File: config.mk
export PLATFORM = sky130hd
export DESIGN_NAME = fbc_ctrl_regs
export DESIGN_NICKNAME = d
export VERILOG_FILES = /design/src/rtl/fbc_regs_pkg.sv /design/src/rtl/fbc_addr_decode.sv /design/src/rtl/fbc_byte_store.sv /design/src/rtl/fbc_irq_ctrl.sv /design/src/rtl/fbc_ctrl_regs.sv
export SDC_FILE = /design/constraint.sdc
export NUM_CORES = 1
export LEC_CHECK = 0
export BUFFER_PORTS_ARGS = -buffer_cell sky130_fd_sc_hd__buf_4
export CAP_MARGIN = 40
export CORE_MARGIN = 3
export CORE_UTILIZATION = 56
export CTS_CLUSTER_DIAMETER = 200
export DETAILED_ROUTE_END_ITERATION = 12
export PLACE_DENSITY = 0.85
export SYNTH_ARGS = -nofsm -noshare
export SYNTH_HDL_FRONTEND = slang
export SYNTH_SLANG_ARGS = --single-unit
export TNS_END_PERCENT = 5
File: constraint.sdc
create_clock -name clk -period 3.9 [get_ports clk]
set_clock_uncertainty 0.1 [all_clocks]
set_input_delay 0.78 -clock clk [delete_from_list [all_inputs] [get_ports clk]]
set_output_delay 0.78 -clock clk [all_outputs]
set_load 0.02 [all_outputs]
File: src/rtl/fbc_regs_pkg.sv
package fbc_regs_pkg;
  // Byte offsets inside the register window
  localparam int unsigned CTRL_OFS  = 16;
  localparam int unsigned STAT_OFS  = 17;
  localparam int unsigned STORE_OFS = 18;
  // Bit positions and fixed status content
  localparam int unsigned IE_BIT    = 7;
  localparam int unsigned PEND_BIT  = 7;
  localparam logic [7:0]  SENSE_ID  = 8'h60;
  localparam logic [7:0]  COLOR_ID  = 8'h01;

  typedef enum logic [1:0] {
    SEL_NONE  = 2'd0,
    SEL_CTRL  = 2'd1,
    SEL_STAT  = 2'd2,
    SEL_STORE = 2'd3
  } reg_sel_e;
endpackage

File: src/rtl/fbc_addr_decode.sv
module fbc_addr_decode
  import fbc_regs_pkg::*;
#(
  parameter int unsigned ADDR_W    = 5,
  parameter int unsigned NUM_STORE = 14
) (
  input  logic [ADDR_W-1:0]    addr,
  input  logic                 wr,
  output reg_sel_e             sel,
  output logic [NUM_STORE-1:0] store_hit,
  output logic                 wr_ctrl,
  output logic                 wr_stat,
  output logic [NUM_STORE-1:0] wr_store
);
  always_comb begin
    sel = SEL_NONE;
    if (32'(addr) == CTRL_OFS)       sel = SEL_CTRL;
    else if (32'(addr) == STAT_OFS)  sel = SEL_STAT;
    else if (32'(addr) >= STORE_OFS) sel = SEL_STORE;
  end

  for (genvar i = 0; i < NUM_STORE; i++) begin : g_hit
    assign store_hit[i] = (32'(addr) == STORE_OFS + i);
    assign wr_store[i]  = wr & store_hit[i];
  end

  assign wr_ctrl = wr & (sel == SEL_CTRL);
  assign wr_stat = wr & (sel == SEL_STAT);
endmodule

File: src/rtl/fbc_byte_store.sv
module fbc_byte_store #(
  parameter int unsigned DATA_W = 8
) (
  input  logic              clk,
  input  logic              rst_n,
  input  logic              en,
  input  logic [DATA_W-1:0] d,
  output logic [DATA_W-1:0] q
);
  logic [DATA_W-1:0] q_nx;

  always_comb begin
    q_nx = q;
    if (en) q_nx = d;
  end

  always_ff @(posedge clk or negedge rst_n) begin
    if (!rst_n) q <= '0;
    else        q <= q_nx;
  end
endmodule

File: src/rtl/fbc_irq_ctrl.sv
module fbc_irq_ctrl (
  input  logic clk,
  input  logic rst_n,
  input  logic irq_en,
  input  logic frame_end,
  input  logic clr,
  output logic pend
);
  logic pend_nx;

  // a set in the same cycle as a clear wins
  always_comb begin
    pend_nx = pend;
    if (clr)                 pend_nx = 1'b0;
    if (frame_end && irq_en) pend_nx = 1'b1;
  end

  always_ff @(posedge clk or negedge rst_n) begin
    if (!rst_n) pend <= 1'b0;
    else        pend <= pend_nx;
  end
endmodule

File: src/rtl/fbc_ctrl_regs.sv
module fbc_ctrl_regs
  import fbc_regs_pkg::*;
#(
  parameter int unsigned ADDR_W = 5,
  parameter int unsigned DATA_W = 8
) (
  input  logic              clk,
  input  logic              rst_n,
  input  logic [ADDR_W-1:0] reg_addr,
  input  logic              reg_wr,
  input  logic [DATA_W-1:0] reg_wdata,
  output logic [DATA_W-1:0] reg_rdata,
  input  logic              frame_end,
  output logic              irq
);
  localparam int unsigned WIN_BYTES = 1 << ADDR_W;
  localparam int unsigned NUM_STORE = WIN_BYTES - STORE_OFS;
  localparam logic [DATA_W-1:0] STAT_FIXED = DATA_W'(SENSE_ID | COLOR_ID);

  // reset synchroniser: asserts at once, releases on the clock
  logic [1:0] rst_sh;
  logic       rst_ni;
  always_ff @(posedge clk or negedge rst_n) begin
    if (!rst_n) rst_sh <= 2'b00;
    else        rst_sh <= {rst_sh[0], 1'b1};
  end
  assign rst_ni = rst_sh[1];

  reg_sel_e             sel;
  logic [NUM_STORE-1:0] store_hit;
  logic                 wr_ctrl;
  logic                 wr_stat;
  logic [NUM_STORE-1:0] wr_store;

  fbc_addr_decode #(.ADDR_W(ADDR_W), .NUM_STORE(NUM_STORE)) u_dec (
    .addr      (reg_addr),
    .wr        (reg_wr),
    .sel       (sel),
    .store_hit (store_hit),
    .wr_ctrl   (wr_ctrl),
    .wr_stat   (wr_stat),
    .wr_store  (wr_store)
  );

  logic [DATA_W-1:0] ctrl_q;
  fbc_byte_store #(.DATA_W(DATA_W)) u_ctrl (
    .clk (clk), .rst_n (rst_ni), .en (wr_ctrl), .d (reg_wdata), .q (ctrl_q)
  );

  logic [DATA_W-1:0] store_q [NUM_STORE];
  for (genvar i = 0; i < NUM_STORE; i++) begin : g_store
    fbc_byte_store #(.DATA_W(DATA_W)) u_byte (
      .clk (clk), .rst_n (rst_ni), .en (wr_store[i]), .d (reg_wdata),
      .q   (store_q[i])
    );
  end

  logic ctrl_ie;
  logic pend;
  assign ctrl_ie = ctrl_q[IE_BIT];

  fbc_irq_ctrl u_irq (
    .clk       (clk),
    .rst_n     (rst_ni),
    .irq_en    (ctrl_ie),
    .frame_end (frame_end),
    .clr       (wr_stat),
    .pend      (pend)
  );

  assign irq = pend;

  logic [DATA_W-1:0] store_rd;
  always_comb begin
    store_rd = '0;
    for (int i = 0; i < NUM_STORE; i++)
      if (store_hit[i]) store_rd = store_q[i];
  end

  always_comb begin
    unique case (sel)
      SEL_CTRL:  reg_rdata = ctrl_q;
      SEL_STAT:  reg_rdata = STAT_FIXED | (DATA_W'(pend) << PEND_BIT);
      SEL_STORE: reg_rdata = store_rd;
      default:   reg_rdata = '0;
    endcase
  end
endmodule

* After elaboration in Yosys (flattened, before gate mapping)
Index checks and enable logic that the tools add are counted.
** Operators by class
- Bitwise logic cells :: 16
- $lt $le $gt $ge :: 1
- Multiplexer cells :: 20
- Equal/unequal tests :: 19
- Reduce and logical (&&, ||, !) cells :: 2
** Operator list (number)
- 8-bit two-way mux :: 14
- 5-bit equality test (second input constant) :: 16
- 8-bit case mux with 3 select lines :: 1
- 1-bit bitwise AND :: 16
- 2-bit two-way mux :: 3
- 5-bit >= comparator (second input constant) :: 1
- 2-bit equality test (second input constant) :: 2
- 2-bit by 1-bit equality test with 1-bit output (second input constant) :: 1
- 1-bit two-way mux :: 2
- 2-bit nonzero test :: 1
- 1-bit logical AND :: 1
** Storage, ports and cells
- Output and inout port bits :: 9
- Word-level logic and storage cells :: 75
- Register bits after elaboration :: 123

* Depth between registers and ports, before layout
- Depth after elaboration :: 16
- Depth in mapped cells :: 8
- Gate-level depth less buffers :: 5

* Hierarchy
A second synthesis with hierarchy kept.
** Second synthesis, totals
- Cell total of the unflattened synthesis :: 518
- Area, all modules :: 6547.5 µm²
** By module, submodules not included
- fbc_byte_store :: area an instance 331.6 µm², times used 15, cells each 17
- fbc_ctrl_regs :: area an instance 1277.5 µm², times used 1, cells each 208
- fbc_addr_decode :: area an instance 255.2 µm², times used 1, cells each 51
- fbc_irq_ctrl :: area an instance 41.3 µm², times used 1, cells each 4

* Least setup slack after synthesis
No wires, ideal clock.
- Path kind :: input-to-output
- Start :: in reg_addr[2]
- End :: out reg_rdata[7]
- Data required time :: 3.020 ns
- Arrival time :: 2.166 ns
- Slack :: 0.854 ns
- Path buffers :: 2
- Stages :: 7
- Cells stage by stage :: buf_6 -> and2_1 -> buf_2 -> nand2_1 -> a211oi_1 -> o21a_1 -> o41ai_2
** Between the ends
- Word-level cells in the longest chain between the ends :: 16
- Elaborated cells between the ends (all ways) :: 38
- Classes of those cells :: order compare (1); eq/ne (19); mux (18)
** Ends and longest elaborated chain
- start: declaration :: line fbc_ctrl_regs.sv:9 : input logic [ADDR_W-1:0] reg_addr,
- 5-bit equality test :: line fbc_addr_decode.sv:23 : assign store_hit[i] = (32'(addr) == STORE_OFS + i);
- 8-bit two-way mux (14 in series) :: line fbc_ctrl_regs.sv:77 : if (store_hit[i]) store_rd = store_q[i];
- 8-bit case mux with 3 select lines (*) :: line fbc_ctrl_regs.sv:81 : unique case (sel)
- end: declaration :: line fbc_ctrl_regs.sv:12 : output logic [DATA_W-1:0] reg_rdata,
Mark *: on every way between the ends. The rest lies on a longest branch, timed or not.

* Worst setup path after layout
- Start :: in reg_addr[2]
- End :: out reg_rdata[6]
Same word-level chain as after synthesis.

==> results.toml <==
[floorplanning]
core-area_um2 = 10900
die_w_um = 112
die_area_um2 = 12600
rows = 38
die_h_um = 112
io_pins = 26
initial_utilization = 0.578

[power_and_ir_drop]
ir_worst_vdd_mv = 0.561
static-leakage-power_nw = 3.22
p_per_area_nw_per_um2 = 548

[cts]
clockRootBuffer = "clkbuf_16"
ctsHoldBuffers = 0
cts_resized = 0
cts_buffers = 17
cts_buffer_depth = 2
cts_sinks = 123
post_cts.repair.setup_buffers = 0
htree_levels = 4
clk_latency_ns = 0.41
cts_tree = "done"
path_clk_slew_ns = 0.05

[critical_path]
crit_fanout = 31
regToRegStartpoint = "rst_sh[1]"
rrSetupSlack_ns = 2.71
r2r-end = "g_store[12].u_byte.q[7]"
worstRegToRegCells = 2
start_kind = "primary input"
arrival_ns = 2.86
cp.required_ns = 3.02
crit_type = "primary input to output port"
endpoint_kind = "output port"

[logic_synthesis]
synth.area.top_cells = "dfrtp_1 49%, mux2_2 20%, o21ai_0 2.7%"
synthesis.nets = 540
synth_area_um2 = 6320
yosysMostFrequentCell = "dfrtp_1"
synth_cell_types = 68
avgSynthCellArea_um2 = 12.1
synth_top_area_share = 0.487
yosys_warnings = 0
synth_top_area_cell = "dfrtp_1"
ys_async_sr_fraction = 1.00
ys_ff_latch = 123
synth-edff-count = 0
yosysSeqAreaShare = 0.487
synthTopCellsByCount = "123 x dfrtp_1, 110 x mux2_2, 34 x o21ai_0"
synthFlopType = "dfrtp_1"
synth_cells = 523

[timing]
final-max-slew-violation-count = 0
finalSetupViolations = 0
setup_tns_ns = 0
worst_slew_pin_slew_ns = 0.702
period_share = 0.960
rsz0062_at_grt = "no"
finalCriticalPeriod_ns = 3.74
relSlewSlack = 0.528
fmax_mhz = 267
hold_viol_final = 0

[final_layout]
ff_latch_area_um2 = 3080
area_growth_pct = 14.3
antenna_cells = 0
fillers = 811
utilization = 0.661
fin_nets = 560
drive_above_1_share = 0.381
multi_input_area_um2 = 3010

[global_route]
antenna_found_initial = 0
overflow = 0
track_usage = 0.276
grt_pass1_wl_um = 26600
first_global_vias = 4818
grt_max_degree = 68

[place]
dp_hpwl_um = 11100
gp_congestion = 0.935
place.port_buffers = 25

[routing]
detailroute.via_count = 4711
drc = 0
finalWirelength_um = 16800
wl_per_cell_um = 24.2
via_per_inst = 6.77
postRouteAntennaNets = 0
dr.pass1.iters = 5
drtIter0Drc = 682

[flow_run]
max_cap_viol_count = 0

[worst_hold_path]
hp-class = "primary input to asynchronous set/reset pin"

[status]
outcome = "completed"
## layout by cell type, fill, tap and decap left out, drive strengths merged, types with 6 or more instances in the layout
cell and count:
nor2 26, mux2 118, nand3 10, a22o 7, nand2 30, nor2b 8
buf 36, nor3 8, o21ai 36, dfrtp 123, clkbuf 21, a21oi 21
mux2i 11, and2 6, inv 6
## power breakdown
part | internal [mW] | total (mW) | switching (mW)
registers | 1.53 | 1.68 | 0.157
logic | 0.286 | 0.548 | 0.263
clock network | 1.17 | 1.73 | 0.567
total | 2.98 | 3.96 | 0.986
## layer usage
layer	GRT usage	vias up	share of wire
met3	0.0836	50	0.094
met1	0.378	2388	0.41
met4	0.108	0	0.027
met2	0.416	294	0.47
met5	0	-	0
li1	-	1979	-
## stage by stage
step / cells / hold slack, ns / setup slack [ns] / cell area, µm² / total power [mW]
5_1_grt: 696 / 0.0173 / 0.100 / 7230 / 4.11
3_5_place_dp: 664 / 0.0696 / 0.409 / 6580 / 2.23
2_1_floorplan: 523 / 0.231 / 0.120 / 6320 / 2.06
3_3_place_gp: 663 / 0.241 / 0.436 / 6550 / 2.19
6_report: 696 / 0.0373 / 0.155 / 7230 / 3.96
4_1_cts: 696 / 0.0248 / 0.332 / 7230 / 3.97
## critical path: stages
cell and delay [ns]:
buf_4 0.33, nand2b_1 0.37, nor3_1 0.52, a22o_1 0.26
o21ai_0 0.10, a32oi_1 0.29, buf_4 0.20
## cell type report
cell class | count | share of cell area
Clock inverter | 11 | 0.0265
Sequential cell | 123 | 0.426
Clock buffer | 21 | 0.0637
Inverter | 6 | 0.00312
Multi-Input combinational cell | 359 | 0.416
Timing Repair Buffer | 36 | 0.0402
Tap cell | 140 | 0.0242
## kinds of logic (layout without fill, tap and decap cells)
logic type,Yosys count,in the layout,share of synthesized area
mux,130,130,0.236
flops,123,123,0.487
compound gates,115,115,0.122
simple gates,113,113,0.117
buf+inv,41,74,0.0376
other cells,1,1,0.000593
## worst max-delay path by stage
stage,from,endpoint,cells past startpoint
2_1_floorplan,rst_sh[1],g_store[0].u_byte.q[0],0
5_1_grt,reg_addr[2],reg_rdata[6],7
3_5_place_dp,reg_addr[0],reg_rdata[1],8
4_1_cts,reg_addr[2],reg_rdata[6],7
3_3_place_gp,reg_addr[0],reg_rdata[1],8
6_report,reg_addr[2],reg_rdata[6],7
## flip-flops by register name, indices dropped and copies added, names as in the netlist
signal and cells:
g_store.u_byte.q 112, rst_sh 2, u_ctrl.q 8, u_irq.pend 1
No activity file was read; power rests on OpenSTA's default activity.
